[config.mk]
export PLATFORM = sky130hd
export DESIGN_NAME = ls_isample_seq
export DESIGN_NICKNAME = d
export VERILOG_FILES = /design/src/rtl/lsmon_pkg.sv /design/src/rtl/lsmon_win_timer.sv /design/src/rtl/lsmon_code_conv.sv /design/src/rtl/lsmon_hold.sv /design/src/rtl/ls_isample_seq.sv
export SDC_FILE = /design/constraint.sdc
export NUM_CORES = 1
export LEC_CHECK = 0
export CAP_MARGIN = 5
export CORE_MARGIN = 5
export CORE_UTILIZATION = 40
export CTS_BUF_LIST = sky130_fd_sc_hd__clkbuf_2 sky130_fd_sc_hd__clkbuf_4 sky130_fd_sc_hd__clkbuf_8
export DETAILED_ROUTE_END_ITERATION = 6
export DONT_BUFFER_PORTS = 1
export GPL_ROUTABILITY_DRIVEN = 0
export GPL_TIMING_DRIVEN = 0
export PLACE_DENSITY = 0.54
export SYNTH_ARGS = -nofsm -noshare
export SYNTH_HDL_FRONTEND = slang
export SYNTH_SLANG_ARGS = --single-unit
[constraint.sdc]
create_clock -name clk -period 4.5 [get_ports clk]
set_clock_uncertainty 0.2 [all_clocks]
set_input_delay 0.9 -clock clk [delete_from_list [all_inputs] [get_ports clk]]
set_output_delay 0.9 -clock clk [all_outputs]
set_load 0.005 [all_outputs]
[src/rtl/lsmon_pkg.sv]
package lsmon_pkg;

    // Decoded PWM command level
    typedef enum logic [1:0] {
        PWM_LO  = 2'b00,
        PWM_HI  = 2'b01,
        PWM_OFF = 2'b10
    } pwm_lvl_e;

    // Sampling window sequencer state
    typedef enum logic [1:0] {
        WIN_IDLE  = 2'd0,
        WIN_PROP  = 2'd1,
        WIN_BLANK = 2'd2,
        WIN_OPEN  = 2'd3
    } win_st_e;

    // Both 2'b10 and 2'b11 mean "both switches off"
    function automatic pwm_lvl_e decode_pwm(input logic [1:0] code);
        case (code)
            2'b00:   return PWM_LO;
            2'b01:   return PWM_HI;
            default: return PWM_OFF;
        endcase
    endfunction

    // A window starts whenever the command enters the low level
    function automatic logic is_start(input pwm_lvl_e prev, input pwm_lvl_e cur);
        return (cur == PWM_LO) && (prev != PWM_LO);
    endfunction

endpackage

[src/rtl/lsmon_win_timer.sv]
module lsmon_win_timer
    import lsmon_pkg::*;
#(
    parameter int PROP_CYC  = 19,
    parameter int BLANK_CYC = 16
) (
    input  logic     clk,
    input  logic     clr,
    input  pwm_lvl_e pwm_lvl,
    output logic     win_open
);
    // Both counts must be at least 1
    localparam int MAX_CYC = (PROP_CYC > BLANK_CYC) ? PROP_CYC : BLANK_CYC;
    localparam int CNT_W   = $clog2(MAX_CYC + 1);
    localparam logic [CNT_W-1:0] PROP_LAST  = CNT_W'(PROP_CYC - 1);
    localparam logic [CNT_W-1:0] BLANK_LAST = CNT_W'(BLANK_CYC - 1);

    win_st_e          st_q;
    pwm_lvl_e         prev_q;
    logic [CNT_W-1:0] cnt_q;

    always_ff @(posedge clk) begin
        if (clr) begin
            st_q   <= WIN_IDLE;
            cnt_q  <= '0;
            prev_q <= PWM_LO;
        end else begin
            prev_q <= pwm_lvl;
            case (st_q)
                WIN_IDLE: begin
                    if (is_start(prev_q, pwm_lvl)) begin
                        st_q  <= WIN_PROP;
                        cnt_q <= '0;
                    end
                end
                WIN_PROP: begin
                    if (pwm_lvl != PWM_LO) begin
                        st_q <= WIN_IDLE;
                    end else if (cnt_q == PROP_LAST) begin
                        st_q  <= WIN_BLANK;
                        cnt_q <= '0;
                    end else begin
                        cnt_q <= cnt_q + 1'b1;
                    end
                end
                WIN_BLANK: begin
                    if (pwm_lvl != PWM_LO) begin
                        st_q <= WIN_IDLE;
                    end else if (cnt_q == BLANK_LAST) begin
                        st_q  <= WIN_OPEN;
                        cnt_q <= '0;
                    end else begin
                        cnt_q <= cnt_q + 1'b1;
                    end
                end
                default: begin
                    if (pwm_lvl != PWM_LO) begin
                        st_q <= WIN_IDLE;
                    end
                end
            endcase
        end
    end

    assign win_open = (st_q == WIN_OPEN);

    // the window can only open after the blanking stage
    a_r3_open_after_blank: assert property (@(posedge clk) disable iff (clr)
        (st_q != WIN_BLANK && st_q != WIN_OPEN) |=> (st_q != WIN_OPEN));

    // the counter stays inside the current stage length
    a_r3_cnt_bounded: assert property (@(posedge clk) disable iff (clr)
        (st_q == WIN_PROP) |-> (cnt_q <= PROP_LAST));

    // leaving the low level always drops the window
    a_r4_cancel_idle: assert property (@(posedge clk) disable iff (clr)
        (pwm_lvl != PWM_LO) |=> (st_q == WIN_IDLE));

endmodule

[src/rtl/lsmon_code_conv.sv]
module lsmon_code_conv #(
    parameter int DW = 12
) (
    input  logic [DW-1:0] smp_i,
    output logic [DW-1:0] code_o
);
    logic [DW-1:0] raw;

    always_comb begin
        // Two's complement to offset binary: invert the sign bit
        raw = {~smp_i[DW-1], smp_i[DW-2:0]};
        // All-ones is reserved for the fault level: clear the LSB
        code_o = (&raw) ? {raw[DW-1:1], 1'b0} : raw;
    end

endmodule

[src/rtl/lsmon_hold.sv]
module lsmon_hold #(
    parameter int DW = 12
) (
    input  logic          clk,
    input  logic          clr,
    input  logic          take,
    input  logic [DW-1:0] code_i,
    output logic [DW-1:0] held_o,
    output logic          upd_o
);
    localparam logic [DW-1:0] ZERO_CODE = {1'b1, {(DW-1){1'b0}}};

    always_ff @(posedge clk) begin
        if (clr) begin
            held_o <= ZERO_CODE;
            upd_o  <= 1'b0;
        end else begin
            upd_o <= take;
            if (take) begin
                held_o <= code_i;
            end
        end
    end

    // an accepted measurement never equals the fault code
    a_r7_no_fault_code: assert property (@(posedge clk) disable iff (clr)
        upd_o |-> (held_o != '1));

    // the strobe marks the cycle that carries the newly taken code
    a_r5_strobe_carries_code: assert property (@(posedge clk) disable iff (clr)
        upd_o |-> (held_o == $past(code_i)));

endmodule

[src/rtl/ls_isample_seq.sv]
module ls_isample_seq
    import lsmon_pkg::*;
#(
    parameter int DW        = 12,
    parameter int PROP_CYC  = 19,
    parameter int BLANK_CYC = 16
) (
    input  logic          clk,
    input  logic          rst,
    input  logic          por_ok,
    input  logic [1:0]    pwm_code,
    input  logic          gl_on,
    input  logic [DW-1:0] cur_smp,
    input  logic          oc_flt,
    input  logic          sc_flt,
    output logic [DW-1:0] mon_code,
    output logic          smp_upd
);
    localparam logic [DW-1:0] FAULT_CODE = '1;

    pwm_lvl_e      lvl;
    logic          clr;
    logic          flt;
    logic          win_open;
    logic          take;
    logic [DW-1:0] conv_code;
    logic [DW-1:0] held;

    assign lvl  = decode_pwm(pwm_code);
    assign clr  = rst | ~por_ok;
    assign flt  = oc_flt | sc_flt;
    assign take = win_open & (lvl == PWM_LO) & gl_on & ~flt;

    lsmon_win_timer #(
        .PROP_CYC (PROP_CYC),
        .BLANK_CYC(BLANK_CYC)
    ) u_timer (
        .clk     (clk),
        .clr     (clr),
        .pwm_lvl (lvl),
        .win_open(win_open)
    );

    lsmon_code_conv #(
        .DW(DW)
    ) u_conv (
        .smp_i (cur_smp),
        .code_o(conv_code)
    );

    lsmon_hold #(
        .DW(DW)
    ) u_hold (
        .clk   (clk),
        .clr   (clr),
        .take  (take),
        .code_i(conv_code),
        .held_o(held),
        .upd_o (smp_upd)
    );

    // The fault level overrides the held value without delay
    assign mon_code = flt ? FAULT_CODE : held;

    // no update follows an edge with the low gate off
    a_r1_gate_off_no_update: assert property (@(posedge clk) disable iff (clr)
        !gl_on |=> !smp_upd);

    // high or off command: no strobe and the held value is unchanged
    a_r2_hold_outside_low: assert property (@(posedge clk) disable iff (clr)
        (lvl != PWM_LO) |=> (!smp_upd && $stable(held)));

    // a fault request blocks the next update
    a_r8_fault_blocks_update: assert property (@(posedge clk) disable iff (clr)
        flt |=> !smp_upd);

endmodule

==> results.cfg, run 1 <==
[route]
ant_nets = 0
drtPass1Iterations = 4
drtIter0Drc = 31
drc = 0
vias_per_cell = 5.78
wl_per_cell_um = 15.8
num_vias = 977
wirelength_mm = 2.68

[logic_synthesis]
yosysUniqueCellTypes = 34
ys_seq_area_share_pct = 36.7
syn_nets = 163
syn_avg_cell_area_um2 = 8.96
synth-seq-cells = 22
netlist_instances = 134
netlist_area_mm2 = 0.00120
yosys_warnings = 0

[sta]
rsz0062_at_grt = false
tns_ns = 0
finalWorstPathRequiredPeriod_ns = 2.60
finalSetupViolations = 0
holdWs_ns = 0.276
period_share_pct = 57.8
worst_pin_slew_ns = 0.487
finalHoldViolCount = 0
max_freq_ghz = 0.385
slew_viol_final = 0
relSlewSlack_pct = 67.5

[power_and_ir_drop]
power_frac_clock_pct = 42.3
power_uw = 376
power.density_mw_per_mm2 = 291
p_int_uw = 293
seq_power_share_pct = 52.1
p_leak_nw = 0.539
switchingPower_uw = 82.3
p_comb_share_pct = 5.6
peakVddDrop_v = 0.000116
swShare_pct = 21.9

[cells_and_area]
drive_gt1_share_pct = 5.80
num_antenna_cells = 0
fin_util_pct = 45.7
final_cell_mix = 22 x dfxtp_1, 15 x nor2_1, 14 x or3_1, 12 x mux2i_1, 9 x ha_1
final_nets = 168
num-fill-cells = 295
area_delta_synth_final_pct = 7.60
final_common_cell = dfxtp_1

[die]
core_area_mm2 = 0.00283
dieArea_mm2 = 0.00420
start_util_pct = 42.5
rows = 19
die_y_um = 64.8
io_pins = 33
die_x_um = 64.8

[cts]
clk_path_buf_depth = 2
htree_levels = 1
cts_num_sinks = 22
cts_buffers = 3
tritoncts = built
cts_setup_buffers = 0
cts_resized = 0
clk-insertion-delay-late_ns = 0.32
cts.clk_slew.worst_paths_ns = 0.14
root_buffer = clkbuf_4
cts_hold_buf = 0

[setup_path]
path_buf_inv = 1
cp_top_family = simple AND/OR/NAND/NOR gates
slowest_stage = or3_1
required_ns = 3.40
startpoint_type = input pin
crit_path_max_fanout = 10
cp-end-kind = primary output
slowest_delay_ns = 0.42
worstSetupPathType = in2out
crit_chain = clkbuf_1 -> or3_1
arrival_ns = 1.50

[global_route]
grt_pass1_wl_mm = 4.49
overflow = 0
grt_usage_pct = 13.7
grt_antenna_before_repair = 0
grt_pass1_vias = 948
grt_max_degree = 14

[placement]
dp_hpwl_mm = 1.98
portBuffers = 0

[run]
maxCapViolations = 0

[worst_hold_path]
hp-class = reg2reg

[outcome]
status = complete, no violations
[final cells by class]
type	instances	area, um2	area share (%)
multi-input cells	99	711	55.0
flip-flops and latches	22	440	34.1
well taps	31	38.8	3.00
clock inverters	1	30.0	2.32
inverters	7	26.3	2.03
plain buffers	6	23.8	1.84
clock buffers	3	22.5	1.74
[worst min-delay path: stages (launching register included)]
cell     delay [ns]
dfxtp_1        0.34
nand2_1        0.05
a21oi_1        0.05
[path summary, 6_finish.rpt]
check	from	slack, ns	end	depth (start not counted)
setup / recovery	sc_flt	1.90	mon_code[4]	2
hold / removal	u_hold.held_o[0]	0.28	u_hold.held_o[0]	2
setup reg to reg	u_timer.cnt_q[0]	2.32	u_timer.cnt_q[4]	7
hold reg to reg	u_hold.held_o[0]	0.28	u_hold.held_o[0]	2
[logic make-up (layout without fill, tap and decap cells)]
| family | count (synthesis) | after routing | share of synthesized area (%) |
|---|---|---|---|
| AND/OR/NAND/NOR | 58 | 58 | 28.1 |
| flip-flops | 22 | 22 | 36.7 |
| AO/OA/AOI/OAI | 20 | 20 | 11.7 |
| buffers and inverters | 13 | 17 | 4.17 |
| multiplexers | 12 | 12 | 10.0 |
| adder cells (fa/ha/maj) | 9 | 9 | 9.38 |
[layer usage]
layer	routed length, um	vias to the layer above	track usage, %	part of all wire (%)
li1	-	493	-	-
met1	1310	453	18.7	49
met2	1170	26	20.8	44
met3	149	5	2.94	5.6
met4	42	0	5.54	1.6
met5	0	-	0	0
[synthesized netlist by cell type (all sizes together)]
cell type,count,share of area (%)
nand4bb,1,0.94
nor3b,2,1.2
or3b,2,1.5
o21ai,2,0.83
ha,9,9.4
o22ai,1,0.52
o31ai,2,1.2
and3,1,0.52
buf,1,0.42
a21oi,3,1.2
nand2,5,1.6
a21o,1,0.63
nor4bb,1,0.83
and2,1,0.52
nand2b,1,0.52
inv,7,2.2
nand4,2,1.6
nor2,15,4.7
or4b,1,0.83
nor2b,1,0.52
o31a,1,0.73
or4,2,1.2
nand3b,1,0.63
nor3,1,0.42
or2,1,0.52
dfxtp,22,37
or3,14,7.3
o211ai,8,5.0
clkbuf,5,1.6
mux2i,12,10
o22a,2,1.5
nand4b,1,0.73
nand3,5,2.1
[flip-flops by register name, indices dropped and copies added (netlist names)]
name and count:
u_hold.held_o 12, u_timer.prev_q 2, u_timer.st_q 2, u_hold.upd_o 1, u_timer.cnt_q 5
[power groups by stage]
stage | Clock, mW | Combinational, mW | Sequential, mW
after CTS | 0.163 | 0.0215 | 0.196
after global routing | 0.170 | 0.0234 | 0.196
after floorplan | 0 | 0.0163 | 0.200
final | 0.159 | 0.0210 | 0.196
after global placement | 0 | 0.0212 | 0.200
after detailed placement | 0 | 0.0213 | 0.200
[stage by stage]
stage	std cells	area (um2)	setup WS [ns]
2_1_floorplan	134	1200	2.00
3_3_place_gp	165	1240	1.90
3_5_place_dp	165	1240	1.90
4_1_cts	169	1290	1.90
5_1_grt	169	1290	1.87
6_report	169	1290	1.90
Power figures use the tool's default switching activity.
==> run 2, diff against run 1 <==
Settings changed: PLACE_DENSITY 0.54 to 0.56.
Clock period 4.5 ns to 2.3 ns, I/O delays scaled along.
==> results.cfg, run 2 (synthesis gave the netlist of run 1 again) <==
[outcome]
status = complete, no violations

[global_route]
grt_usage_pct = 14.0
grt_antenna_before_repair = 0
overflow = 0
grt_pass1_wl_mm = 4.64
grt_pass1_vias = 961
grt_max_degree = 14

[cells_and_area]
fin_util_pct = 46.3
seqCellArea_um2 = 443
final_cell_mix = 20 x dfxtp_1, 15 x nor2_1, 14 x or3_1, 12 x mux2i_1, 9 x ha_1
num-fill-cells = 289
area_delta_synth_final_pct = 9.06
top_regs = u_hold.held_o: 12 flops, u_timer.cnt_q: 5 flops
multiInputGateArea_um2 = 716
drive_gt1_share_pct = 7.91
final_common_cell = dfxtp_1
max_flop_register = u_hold.held_o
num_antenna_cells = 0
final_nets = 169
stdcell_area_mm2 = 0.00131
largest_reg_flops = 12

[power_and_ir_drop]
p_comb_share_pct = 5.9
peakVddDrop_v = 0.000221
seq_power_share_pct = 52.6
p_int_uw = 575
swShare_pct = 21.1
power_frac_clock_pct = 41.5
switchingPower_uw = 154
power.density_mw_per_mm2 = 557
p_leak_nw = 0.544

[placement]
dp_hpwl_mm = 2.05
placed_cell_area_mm2 = 0.00124
portBuffers = 0
pre_cts_ws_ns = 0.147

[sta]
rsz0062_at_grt = false
max_freq_ghz = 0.461
fin_ws_ns = 0.130
holdWs_ns = 0.0602
tns_ns = 0
finalSetupViolations = 0
relSlewSlack_pct = 69.3
slew_viol_final = 0
worst_pin_slew_ns = 0.460
finalHoldViolCount = 0
period_share_pct = 94.4
finalWorstPathRequiredPeriod_ns = 2.17

[setup_path]
worstSetupPathType = reg2reg
crit_chain = ha_1 -> nand3_1 -> inv_1 -> ha_1 -> o31a_1 -> or4b_1 -> a21oi_1
cp-end-kind = register
slowest_stage = or4b_1
arrival_ns = 2.22
cp_common_cell = ha_1
rr_startpoint = u_timer.cnt_q[1]
startpoint_type = register
required_ns = 2.35
crit_path_max_fanout = 4
slowest_delay_ns = 0.47
worstSetupStartpoint = u_timer.cnt_q[1]

[die]
core_area_mm2 = 0.00283
start_util_pct = 42.5
dieArea_mm2 = 0.00420
rows = 19
io_pins = 33
die_x_um = 64.8
die_y_um = 64.8

[route]
drc = 0
vias_per_cell = 5.71
wl_per_cell_um = 15.9
wirelength_mm = 2.71
drtIter0Drc = 74
drtPass1Iterations = 5
num_vias = 970
ant_nets = 0

[cts]
cts_buffers = 3
cts.clk_slew.worst_paths_ns = 0.13
htree_levels = 1
cts_num_sinks = 22
root_buffer = clkbuf_4
clk-insertion-delay-late_ns = 0.31
tritoncts = built
clk_path_buf_depth = 2

[worst_hold_path]
hp-class = in2reg
worstHoldStart = cur_smp[11]

[run]
maxCapViolations = 0
## run 2: worst paths after layout
check | endpoint | slack (ns) | cells after the start
hold / removal | u_hold.held_o[11] | 0.06 | 1
setup reg to reg | u_timer.cnt_q[4] | 0.13 | 7
hold reg to reg | u_hold.held_o[0] | 0.27 | 2
setup / recovery | u_timer.cnt_q[4] | 0.13 | 7
## run 2: power by group through the flow
stage | Combinational, mW | Sequential, mW | Clock [mW]
after CTS | 0.0436 | 0.383 | 0.309
after global placement | 0.0412 | 0.392 | 0
final | 0.0434 | 0.383 | 0.303
after detailed placement | 0.0419 | 0.392 | 0
after floorplan | 0.0319 | 0.392 | 0
after global routing | 0.0485 | 0.384 | 0.328
## run 2: final cells by class
class,instances,area share (%)
sequential,22,33.8
inverter,7,2.01
timing repair buffer,1,0.764
clock buffer,3,1.72
buffer,6,1.81
clock inverter,1,2.29
tap,31,2.96
multi-input combinational,99,54.6
## run 2: layer usage
layer,GRT usage [%],share of wire (%),vias up
li1,-,-,496
met4,4.75,0.70,0
met2,22.9,46,25
met5,0,0,-
met3,3.63,5.2,2
met1,18.0,48,447
## run 2: metrics by stage
step | std cells | total power [mW]
2_1_floorplan | 134 | 0.423
3_3_place_gp | 165 | 0.433
3_5_place_dp | 165 | 0.434
4_1_cts | 170 | 0.736
5_1_grt | 170 | 0.760
6_report | 170 | 0.729
## run 2: worst max-delay path, delay by kind of cell, from the launching register on
kind | cells | cell delay [ns]
flip-flops | 1 | 0.40
AND/OR/NAND/NOR | 2 | 0.59
buffers and inverters | 1 | 0.08
AO/OA/AOI/OAI | 2 | 0.42
adder cells (fa/ha/maj) | 2 | 0.44
## run 2: repair_timing
action	4_1_cts	5_1_grt
endpoints found under the hold margin	1	0
buffers inserted	0	0
hold buffers	1	0
gates resized for setup	0	3
setup endpoints to repair	0	4
==> run 3, diff against run 2 <==
Settings changed: CELL_PAD_IN_SITES_DETAIL_PLACEMENT from default to 1, CELL_PAD_IN_SITES_GLOBAL_PLACEMENT from default to 1, GPL_TIMING_DRIVEN 0 to 1, PLACE_DENSITY 0.56 to 0.72.
==> results.cfg, run 3 (synthesis gave the netlist of run 1 again) <==
[setup_path]
worstSetupPathType = reg2reg
rr_startpoint = u_timer.cnt_q[0]
cp-end-kind = register
path_buf_inv = 1
reg2regPathDepth = 7
cp_common_cell = ha_1
required_ns = 2.36
cp_top_family = simple AND/OR/NAND/NOR gates
startpoint_type = register
crit_path_max_fanout = 5
rr_endpoint = u_timer.cnt_q[4]
crit_chain = ha_1 -> nand3_2 -> inv_1 -> ha_1 -> o31a_1 -> or4b_1 -> a21oi_2
arrival_ns = 2.26
worstSetupStartpoint = u_timer.cnt_q[0]
reg2reg_slack_ns = 0.1
slowest_stage = or4b_1
slowest_delay_ns = 0.50

[sta]
finalHoldViolCount = 0
slew_viol_final = 0
fin_ws_ns = 0.0964
relSlewSlack_pct = 74.5
finalWorstPathRequiredPeriod_ns = 2.20
tns_ns = 0
finalSetupViolations = 0
rsz0062_at_grt = false
period_share_pct = 95.8
worst_pin_slew_ns = 0.378
max_freq_ghz = 0.454

[power_and_ir_drop]
power.density_mw_per_mm2 = 556
p_leak_nw = 0.555
peakVddDrop_v = 0.000286

[placement]
dp_hpwl_mm = 2.36
portBuffers = 0
pre_cts_ws_ns = 0.0977

[cells_and_area]
max_flop_register = u_hold.held_o
num_antenna_cells = 0
largest_reg_flops = 12
area_delta_synth_final_pct = 10.0
top_regs = u_hold.held_o: 12 flops, u_timer.cnt_q: 5 flops
drive_gt1_share_pct = 11.7
final_common_cell = dfxtp_1
final_nets = 167
final_cell_mix = 19 x dfxtp_1, 15 x nor2_1, 14 x or3_1, 12 x mux2i_1, 9 x ha_1

[die]
core_area_mm2 = 0.00283
rows = 19
die_y_um = 64.8
die_x_um = 64.8
io_pins = 33
dieArea_mm2 = 0.00420
start_util_pct = 42.5

[cts]
cts_buffers = 3
clk_path_buf_depth = 2
cts_setup_buffers = 0
root_buffer = clkbuf_4
tritoncts = built
cts.clk_slew.worst_paths_ns = 0.14
cts_num_sinks = 22
htree_levels = 1
clk-insertion-delay-late_ns = 0.32

[route]
vias_per_cell = 5.98
num_vias = 1004
drtIter0Drc = 62
drc = 0
wl_per_cell_um = 18.6
wirelength_mm = 3.12
ant_nets = 0
drtPass1Iterations = 4

[run]
maxCapViolations = 0

[outcome]
status = complete, no violations

[worst_hold_path]
hold_path_depth = 1
worstHoldStart = pwm_code[1]
hp-class = in2reg
holdPathEnd = u_timer.prev_q[1]

[global_route]
grt_antenna_before_repair = 0
grt_pass1_vias = 1099
grt_pass1_wl_mm = 5.11
grt_usage_pct = 15.3
overflow = 0
grt_max_degree = 15
[run 3: what timing repair did]
action	CTS	global route
endpoints found under the setup margin	0	2
endpoints found under the hold margin	1	0
resized for setup	0	5
hold buffers	1	0
[run 3: cell type report]
type                    count  area, um2
clock buffers               3       22.5
clock inverters             1       30.0
fillers                   326       1510
inverters                   7       26.3
multi-input cells          99        719
flip-flops and latches     22        444
well taps                  31       38.8
repair buffers              5       40.0
[run 3: worst max-delay path by stage]
stage                       endpoint  slack [ns]  cells past startpoint
floorplan           u_timer.cnt_q[4]        0.26                      7
global placement    u_timer.cnt_q[4]        0.21                      7
detailed placement  u_timer.cnt_q[4]         0.1                      7
CTS                 u_timer.cnt_q[4]        0.06                      7
global route        u_timer.cnt_q[4]        0.02                      7
finish              u_timer.cnt_q[4]         0.1                      7
[run 3: per-layer routing]
layer  track usage (%)  up-vias  wire, um
li1                  -      489         -
met1              17.9      483      1350
met2              26.9       28      1570
met3              4.49        4       174
met4              4.75        0        32
met5                 0        -         0
[run 3: worst register-to-register path, stage by stage, from the launching register on]
cell	delay (ns)
dfxtp_2	0.37
ha_1	0.24
nand3_2	0.10
inv_1	0.04
ha_1	0.27
o31a_1	0.29
or4b_1	0.50
a21oi_2	0.15
[run 3: per-stage QoR]
step                      utilization, %  std cells  hold slack, ns  cell area [um2]  power, mW
after global placement              44.1        163           0.253             1250      0.430
after detailed placement            44.1        163           0.273             1250      0.430
after global routing                46.7        168          0.0279             1320      0.762
after CTS                           46.3        168          0.0458             1310      0.737
final                               46.7        168          0.0499             1320      0.735
after floorplan                        -        134           0.232             1200      0.423
[run 3: power by group]
part | total [mW] | switching (mW) | internal, mW
Clock | 0.312 | 0.135 | 0.176
Sequential | 0.383 | 0.000818 | 0.383
Combinational | 0.0400 | 0.0225 | 0.0175
Total | 0.735 | 0.159 | 0.576
